`config.mk`:
```
export PLATFORM = sky130hd
export DESIGN_NAME = idm_ctrl
export DESIGN_NICKNAME = d
export VERILOG_FILES = /design/src/rtl/idm_pkg.sv /design/src/rtl/idm_addr_map.sv /design/src/rtl/idm_ram.sv /design/src/rtl/idm_rd_sel.sv /design/src/rtl/idm_ctrl.sv
export SDC_FILE = /design/constraint.sdc
export NUM_CORES = 2
export LEC_CHECK = 0
export BUFFER_PORTS_ARGS = -buffer_cell sky130_fd_sc_hd__buf_2
export CAP_MARGIN = 25
export CORE_UTILIZATION = 50
export DETAILED_ROUTE_END_ITERATION = 16
export GPL_TIMING_DRIVEN = 0
export PLACE_DENSITY_LB_ADDON = 0.08
export RECOVER_POWER = 25
export SYNTH_ARGS = -nofsm -noshare
export SYNTH_HDL_FRONTEND = slang
export SYNTH_SLANG_ARGS = --single-unit
```
`constraint.sdc`:
```
create_clock -name clk -period 2.9 [get_ports clk]
set_clock_uncertainty 0.15 [all_clocks]
set_input_delay 0.29 -clock clk [delete_from_list [all_inputs] [get_ports clk]]
set_output_delay 0.29 -clock clk [all_outputs]
set_load 0.01 [all_outputs]
```
`src/rtl/idm_pkg.sv`:
```
package idm_pkg;

    localparam int IDM_DW     = 8;   // data width
    localparam int IDM_AW     = 8;   // internal address width
    localparam int IDM_BANK_W = 2;   // bank-select width
    localparam int IDM_REG_W  = 3;   // working-register number width
    localparam int IDM_NPORT  = 3;   // direct, indirect, register

    typedef enum logic [1:0] {
        PT_DIR = 2'd0,
        PT_IND = 2'd1,
        PT_REG = 2'd2
    } port_e;

    typedef enum logic [1:0] {
        SRC_ZERO = 2'd0,
        SRC_RAM  = 2'd1,
        SRC_SFR  = 2'd2,
        SRC_ONES = 2'd3
    } src_e;

endpackage

```
`src/rtl/idm_addr_map.sv`:
```
module idm_addr_map
    import idm_pkg::*;
#(
    parameter int DW     = IDM_DW,
    parameter int AW     = IDM_AW,
    parameter int BANK_W = IDM_BANK_W,
    parameter int REG_W  = IDM_REG_W,
    parameter int NPORT  = IDM_NPORT,
    localparam int RAW   = AW - 1,
    localparam int PAD   = RAW - BANK_W - REG_W
) (
    input  logic [AW-1:0]              dir_addr,
    input  logic                       dir_rd,
    input  logic                       dir_wr,
    input  logic [DW-1:0]              dir_wdata,
    input  logic [AW-1:0]              ind_addr,
    input  logic                       ind_rd,
    input  logic                       ind_wr,
    input  logic [DW-1:0]              ind_wdata,
    input  logic [REG_W-1:0]           reg_num,
    input  logic                       reg_rd,
    input  logic                       reg_wr,
    input  logic [DW-1:0]              reg_wdata,
    input  logic [BANK_W-1:0]          bank,
    output logic [NPORT-1:0][RAW-1:0]  rd_addr,
    output src_e [NPORT-1:0]           rd_src,
    output logic                       wr_en,
    output logic [RAW-1:0]             wr_addr,
    output logic [DW-1:0]              wr_data,
    output logic [AW-1:0]              sfr_addr,
    output logic                       sfr_rd,
    output logic                       sfr_wr,
    output logic [DW-1:0]              sfr_wdata
);

    logic           dir_hi;
    logic           ind_hi;
    logic [RAW-1:0] reg_phys;
    logic           dir_ram_wr;
    logic           ind_ram_wr;

    assign dir_hi   = dir_addr[AW-1];
    assign ind_hi   = ind_addr[AW-1];
    assign reg_phys = {{PAD{1'b0}}, bank, reg_num};

    // read address per port
    always_comb begin
        rd_addr[PT_DIR] = dir_addr[RAW-1:0];
        rd_addr[PT_IND] = ind_addr[RAW-1:0];
        rd_addr[PT_REG] = reg_phys;
    end

    // read source per port
    always_comb begin
        if (!dir_rd)       rd_src[PT_DIR] = SRC_ZERO;
        else if (dir_hi)   rd_src[PT_DIR] = SRC_SFR;
        else               rd_src[PT_DIR] = SRC_RAM;

        if (!ind_rd)       rd_src[PT_IND] = SRC_ZERO;
        else if (ind_hi)   rd_src[PT_IND] = SRC_ONES;
        else               rd_src[PT_IND] = SRC_RAM;

        if (!reg_rd)       rd_src[PT_REG] = SRC_ZERO;
        else               rd_src[PT_REG] = SRC_RAM;
    end

    // single RAM write, fixed priority
    assign dir_ram_wr = dir_wr && !dir_hi;
    assign ind_ram_wr = ind_wr && !ind_hi;

    always_comb begin
        wr_en   = 1'b0;
        wr_addr = '0;
        wr_data = '0;
        if (dir_ram_wr) begin
            wr_en   = 1'b1;
            wr_addr = dir_addr[RAW-1:0];
            wr_data = dir_wdata;
        end else if (ind_ram_wr) begin
            wr_en   = 1'b1;
            wr_addr = ind_addr[RAW-1:0];
            wr_data = ind_wdata;
        end else if (reg_wr) begin
            wr_en   = 1'b1;
            wr_addr = reg_phys;
            wr_data = reg_wdata;
        end
    end

    // pass-through to the register decoder
    assign sfr_addr  = dir_addr;
    assign sfr_rd    = dir_rd && dir_hi;
    assign sfr_wr    = dir_wr && dir_hi;
    assign sfr_wdata = dir_wdata;

endmodule

```
`src/rtl/idm_ram.sv`:
```
module idm_ram #(
    parameter int DW    = 8,
    parameter int AW    = 7,
    parameter int NRD   = 3,
    localparam int WORDS = 1 << AW
) (
    input  logic                    clk,
    input  logic                    rst_n,
    input  logic                    we,
    input  logic [AW-1:0]           waddr,
    input  logic [DW-1:0]           wdata,
    input  logic [NRD-1:0][AW-1:0]  raddr,
    output logic [NRD-1:0][DW-1:0]  rdata
);

    logic [DW-1:0] mem [WORDS];

    always_ff @(posedge clk or negedge rst_n) begin
        if (!rst_n) begin
            for (int i = 0; i < WORDS; i++) mem[i] <= '0;
        end else if (we) begin
            mem[waddr] <= wdata;
        end
    end

    for (genvar p = 0; p < NRD; p++) begin : g_rd
        assign rdata[p] = mem[raddr[p]];
    end

endmodule

```
`src/rtl/idm_rd_sel.sv`:
```
module idm_rd_sel
    import idm_pkg::*;
#(
    parameter int DW = IDM_DW
) (
    input  src_e          src,
    input  logic [DW-1:0] ram_q,
    input  logic [DW-1:0] sfr_q,
    output logic [DW-1:0] q
);

    always_comb begin
        unique case (src)
            SRC_RAM:  q = ram_q;
            SRC_SFR:  q = sfr_q;
            SRC_ONES: q = '1;
            SRC_ZERO: q = '0;
            default:  q = '0;
        endcase
    end

endmodule

```
`src/rtl/idm_ctrl.sv`:
```
module idm_ctrl
    import idm_pkg::*;
#(
    parameter int DW     = IDM_DW,
    parameter int AW     = IDM_AW,
    parameter int BANK_W = IDM_BANK_W,
    parameter int REG_W  = IDM_REG_W,
    localparam int NPORT = IDM_NPORT,
    localparam int RAW   = AW - 1
) (
    input  logic              clk,
    input  logic              rst_n,
    input  logic [AW-1:0]     dir_addr,
    input  logic              dir_rd,
    input  logic              dir_wr,
    input  logic [DW-1:0]     dir_wdata,
    output logic [DW-1:0]     dir_rdata,
    input  logic [AW-1:0]     ind_addr,
    input  logic              ind_rd,
    input  logic              ind_wr,
    input  logic [DW-1:0]     ind_wdata,
    output logic [DW-1:0]     ind_rdata,
    input  logic [REG_W-1:0]  reg_num,
    input  logic              reg_rd,
    input  logic              reg_wr,
    input  logic [DW-1:0]     reg_wdata,
    output logic [DW-1:0]     reg_rdata,
    input  logic [BANK_W-1:0] psw_rs,
    output logic [AW-1:0]     sfr_addr,
    output logic              sfr_rd,
    output logic              sfr_wr,
    output logic [DW-1:0]     sfr_wdata,
    input  logic [DW-1:0]     sfr_rdata
);

    logic [NPORT-1:0][RAW-1:0] rd_addr;
    src_e [NPORT-1:0]          rd_src;
    logic [NPORT-1:0][DW-1:0]  ram_q;
    logic [NPORT-1:0][DW-1:0]  port_q;
    logic                      wr_en;
    logic [RAW-1:0]            wr_addr;
    logic [DW-1:0]             wr_data;

    idm_addr_map #(
        .DW(DW), .AW(AW), .BANK_W(BANK_W), .REG_W(REG_W), .NPORT(NPORT)
    ) u_map (
        .dir_addr (dir_addr),
        .dir_rd   (dir_rd),
        .dir_wr   (dir_wr),
        .dir_wdata(dir_wdata),
        .ind_addr (ind_addr),
        .ind_rd   (ind_rd),
        .ind_wr   (ind_wr),
        .ind_wdata(ind_wdata),
        .reg_num  (reg_num),
        .reg_rd   (reg_rd),
        .reg_wr   (reg_wr),
        .reg_wdata(reg_wdata),
        .bank     (psw_rs),
        .rd_addr  (rd_addr),
        .rd_src   (rd_src),
        .wr_en    (wr_en),
        .wr_addr  (wr_addr),
        .wr_data  (wr_data),
        .sfr_addr (sfr_addr),
        .sfr_rd   (sfr_rd),
        .sfr_wr   (sfr_wr),
        .sfr_wdata(sfr_wdata)
    );

    idm_ram #(.DW(DW), .AW(RAW), .NRD(NPORT)) u_ram (
        .clk  (clk),
        .rst_n(rst_n),
        .we   (wr_en),
        .waddr(wr_addr),
        .wdata(wr_data),
        .raddr(rd_addr),
        .rdata(ram_q)
    );

    for (genvar p = 0; p < NPORT; p++) begin : g_port
        idm_rd_sel #(.DW(DW)) u_sel (
            .src  (rd_src[p]),
            .ram_q(ram_q[p]),
            .sfr_q(sfr_rdata),
            .q    (port_q[p])
        );
    end

    assign dir_rdata = port_q[PT_DIR];
    assign ind_rdata = port_q[PT_IND];
    assign reg_rdata = port_q[PT_REG];

endmodule

```
==> run_results.csv <==
group,metric,value,unit
setup_path,critPathMaxStageDelay,0.36,ns
flow_run,cap_violations,1,
sta,timing.fmax,0.2662,GHz
yosys,synth-edff-count,0,
clocking,cts.sinks,1024,
pwr,p_leak,0.02851,uW
clocking,cts_root_buf,"clkbuf_16",
placed_design,place_inst,6223,
finish,largest_reg_flops,1024,
yosys,syn_inst,4562,
setup_path,worstSetupPathType,"in -> out",
global_route,antenna_found_initial,22,
clocking,cts_tree,"built",
run_status,violations,"max-capacitance violations, max-slew violations, negative setup slack",
route,vias_per_cell,7.152,
floorplan,die-height,341.0,um
clocking,worstSkewPairLatency,0.74,ns
clocking,htree_levels,3,
yosys,syn_area,0.05747,mm^2
finish,area_growth,16.78,%
route,drc,0,
global_route,grt-ovfl-total,0,
finish,drive_gt1_frac,0.3789,
yosys,synth_commonest_cells,"dfrtp_1 (1024), nand2_1 (669), o21ai_0 (621)",
yosys,async_flop_share,1.000,
placed_design,place_area,0.06088,mm^2
setup_path,critical_path_required,2.46,ns
route,drt.antenna.violating_nets,0,
sta,rsz0062_at_grt,"yes",
sta,setup_ws,-0.8567,ns
setup_path,cp-end-kind,"primary output",
placed_design,place.port_buffers,89,
setup_path,startpoint_type,"input pin",
placed_design,hpwl,196300,um
sta,tightest_slew,1.672,ns
global_route,grt_pass1_vias,44810,
floorplan,dieArea,0.1163,mm^2
route,first_pass_iters,7,
yosys,synthTopCellsByArea,"dfrtp_1 (45%), mux4_2 (23%), mux2_2 (9.1%), o21ai_0 (5.4%), nand2_1 (4.4%)",
clocking,cts_made_buffers,114,
run_status,run_status,"finished with violations",
worst_hold_path,hp-class,"in -> reg",
yosys,yosysMostFrequentCell,"dfrtp_1",
finish,regMostFlops,"u_ram.mem",
placed_design,gp_congestion,1.101,
yosys,synth.distinct_cells,77,
finish,fin_cells,6510,
sta,hold_violations,0,
yosys,synth_warnings,0,
setup_path,cp.arrival,3.32,ns
yosys,avgSynthCellArea,12.60,um^2
floorplan,io_pins,103,
setup_path,critPathSlowestCell,"mux4_2",
yosys,yosysSeqAreaShare,0.4459,
floorplan,start_util,0.5033,
yosys,synth_top_area_cell,"dfrtp_1",
sta,fin_crit_sh,1.295,
floorplan,placementRows,124,
clocking,cts.clk_slew.worst_paths,0.06,ns
floorplan,dieWidth,341.0,um
yosys,synth_seq_cells,1024,
pwr,powerDensity,621.8,mW/mm^2
setup_path,crit_chain,"buf_4 > buf_6 > buf_6 > buf_1 > buf_8 > mux4_2 > a32oi_1 > o31ai_4 > nor4b_4 > buf_4 > nor3_4 > buf_2",
pwr,ir_worst_vdd,499.5,uV
finish,nets,4956,
global_route,grt_max_degree,161,
clocking,cts_max_path_buffers,3,
finish,reg.largest.list,"u_ram.mem: 1024 flops",
yosys,synth_nets,4623,
setup_path,cp_max_fo,10,
yosys,synth_top_cell_area_share,0.4459,
finish,final_cell_area,0.06711,mm^2
global_route,track_usage,0.4579,
yosys,ys.flop_type,"dfrtp_1",
floorplan,core_area,0.1142,mm^2
route,wl_per_cell,40.76,um
sta,maxSlewHeadroom,-0.1147,
sta,setup_tns,-189.46,ns
sta,finalMaxSlewViolations,66,
route,vias,46560,
sta,finalCriticalPeriod,3.757,ns
global_route,grt_first_pass_wirelength,363700,um
sta,finalSetupViolCount,1027,
route,wl,265300,um
route,drtIter0Drc,6746,
-- cell families (layout without fill, tap and decap cells) --
logic type,count (synthesis),in the layout,share of synthesized area
AO/OA/AOI/OAI,889,889,0.08879
buffers and inverters,451,875,0.03667
flip-flops,1024,1024,0.4459
multiplexers,1204,1204,0.3505
other,0,12,0
AND/OR/NAND/NOR,994,994,0.07816
-- final timing paths --
path / slack [ns] / to / startpoint / depth (start not counted)
setup reg to reg: 1.80 / u_ram.mem[502]$_DFFE_PN0P_ / u_ram.mem[502]$_DFFE_PN0P_ / 2
hold reg to reg: 0.35 / u_ram.mem[388]$_DFFE_PN0P_ / u_ram.mem[388]$_DFFE_PN0P_ / 2
max in group asynchronous: -0.50 / u_ram.mem[262]$_DFFE_PN0P_ / rst_n / 9
hold / removal: 0.13 / u_ram.mem[50]$_DFFE_PN0P_ / dir_wdata[2] / 5
min in group asynchronous: 1.20 / u_ram.mem[532]$_DFFE_PN0P_ / rst_n / 6
setup / recovery: -0.86 / ind_rdata[4] / ind_addr[1] / 12
-- worst max-delay path: cells and delay by family --
kind	cells	cell delay, ns
mux	1	0.36
compound gates	2	0.49
simple gates	2	0.41
buf+inv	7	1.71
-- what timing repair did --
action | CTS | global route
endpoints found under the setup margin | 616 | 968
resized for setup | 392 | 105
pin swaps | 38 | 22
buffers inserted | 35 | 22
cloned | 0 | 7
endpoints found under the hold margin | 219 | 185
hold buffers | 5 | 1
-- report_power, final --
part / total [uW] / internal [uW] / leakage, uW / switching (uW)
clock network: 15300 / 8860 / 0.00194 / 6450
logic: 9050 / 3850 / 0.0126 / 5200
registers: 17400 / 15900 / 0.0140 / 1510
total: 41700 / 28600 / 0.0285 / 13200
-- cells in the final DEF (no fill, tap or decap), types with 21 or more instances in the layout --
master / n
clkinv_2: 23
nor2b_1: 33
buf_2: 120
a21oi_1: 29
o221ai_1: 36
nand3_1: 77
nand2_1: 665
mux2_2: 453
clkbuf_1: 232
nor2_1: 25
mux4_2: 599
buf_8: 51
clkbuf_2: 50
dfrtp_1: 1020
mux2i_1: 125
buf_6: 52
o22ai_1: 38
clkbuf_16: 118
clkbuf_8: 35
o21ai_0: 613
nor2_4: 21
buf_4: 112
-- stage by stage --
step | setup slack, ns | hold WS (ns) | utilization | power (uW)
2_1_floorplan | 0.2027 | -0.1556 | - | 21830
3_3_place_gp | -21.77 | 0.3228 | 0.5237 | 25250
3_5_place_dp | -2.212 | 0.05549 | 0.5331 | 25640
4_1_cts | -0.7702 | 0.09259 | 0.5838 | 41190
5_1_grt | -0.8107 | 0.1413 | 0.5875 | 42630
6_report | -0.8567 | 0.1344 | 0.5877 | 41730
-- layer usage --
| layer | GRT usage | up-vias | wire length [um] |
|---|---|---|---|
| li1 | - | 18020 | - |
| met1 | 0.6025 | 24230 | 97940 |
| met2 | 0.6408 | 3444 | 110500 |
| met3 | 0.1842 | 861 | 37430 |
| met4 | 0.2651 | 10 | 19410 |
| met5 | 0.0004085 | - | 70 |
-- layout make-up --
class	instances	area, um^2
diodes	12	30.03
repair buffers	221	2097
fillers	9608	47080
well taps	1512	1892
flip-flops and latches	1024	25630
clock inverters	41	526.8
inverters	6	23.77
multi-input cells	3087	30820
clock buffers	166	3378
plain buffers	441	2714
Power figures use the tool's default switching activity.
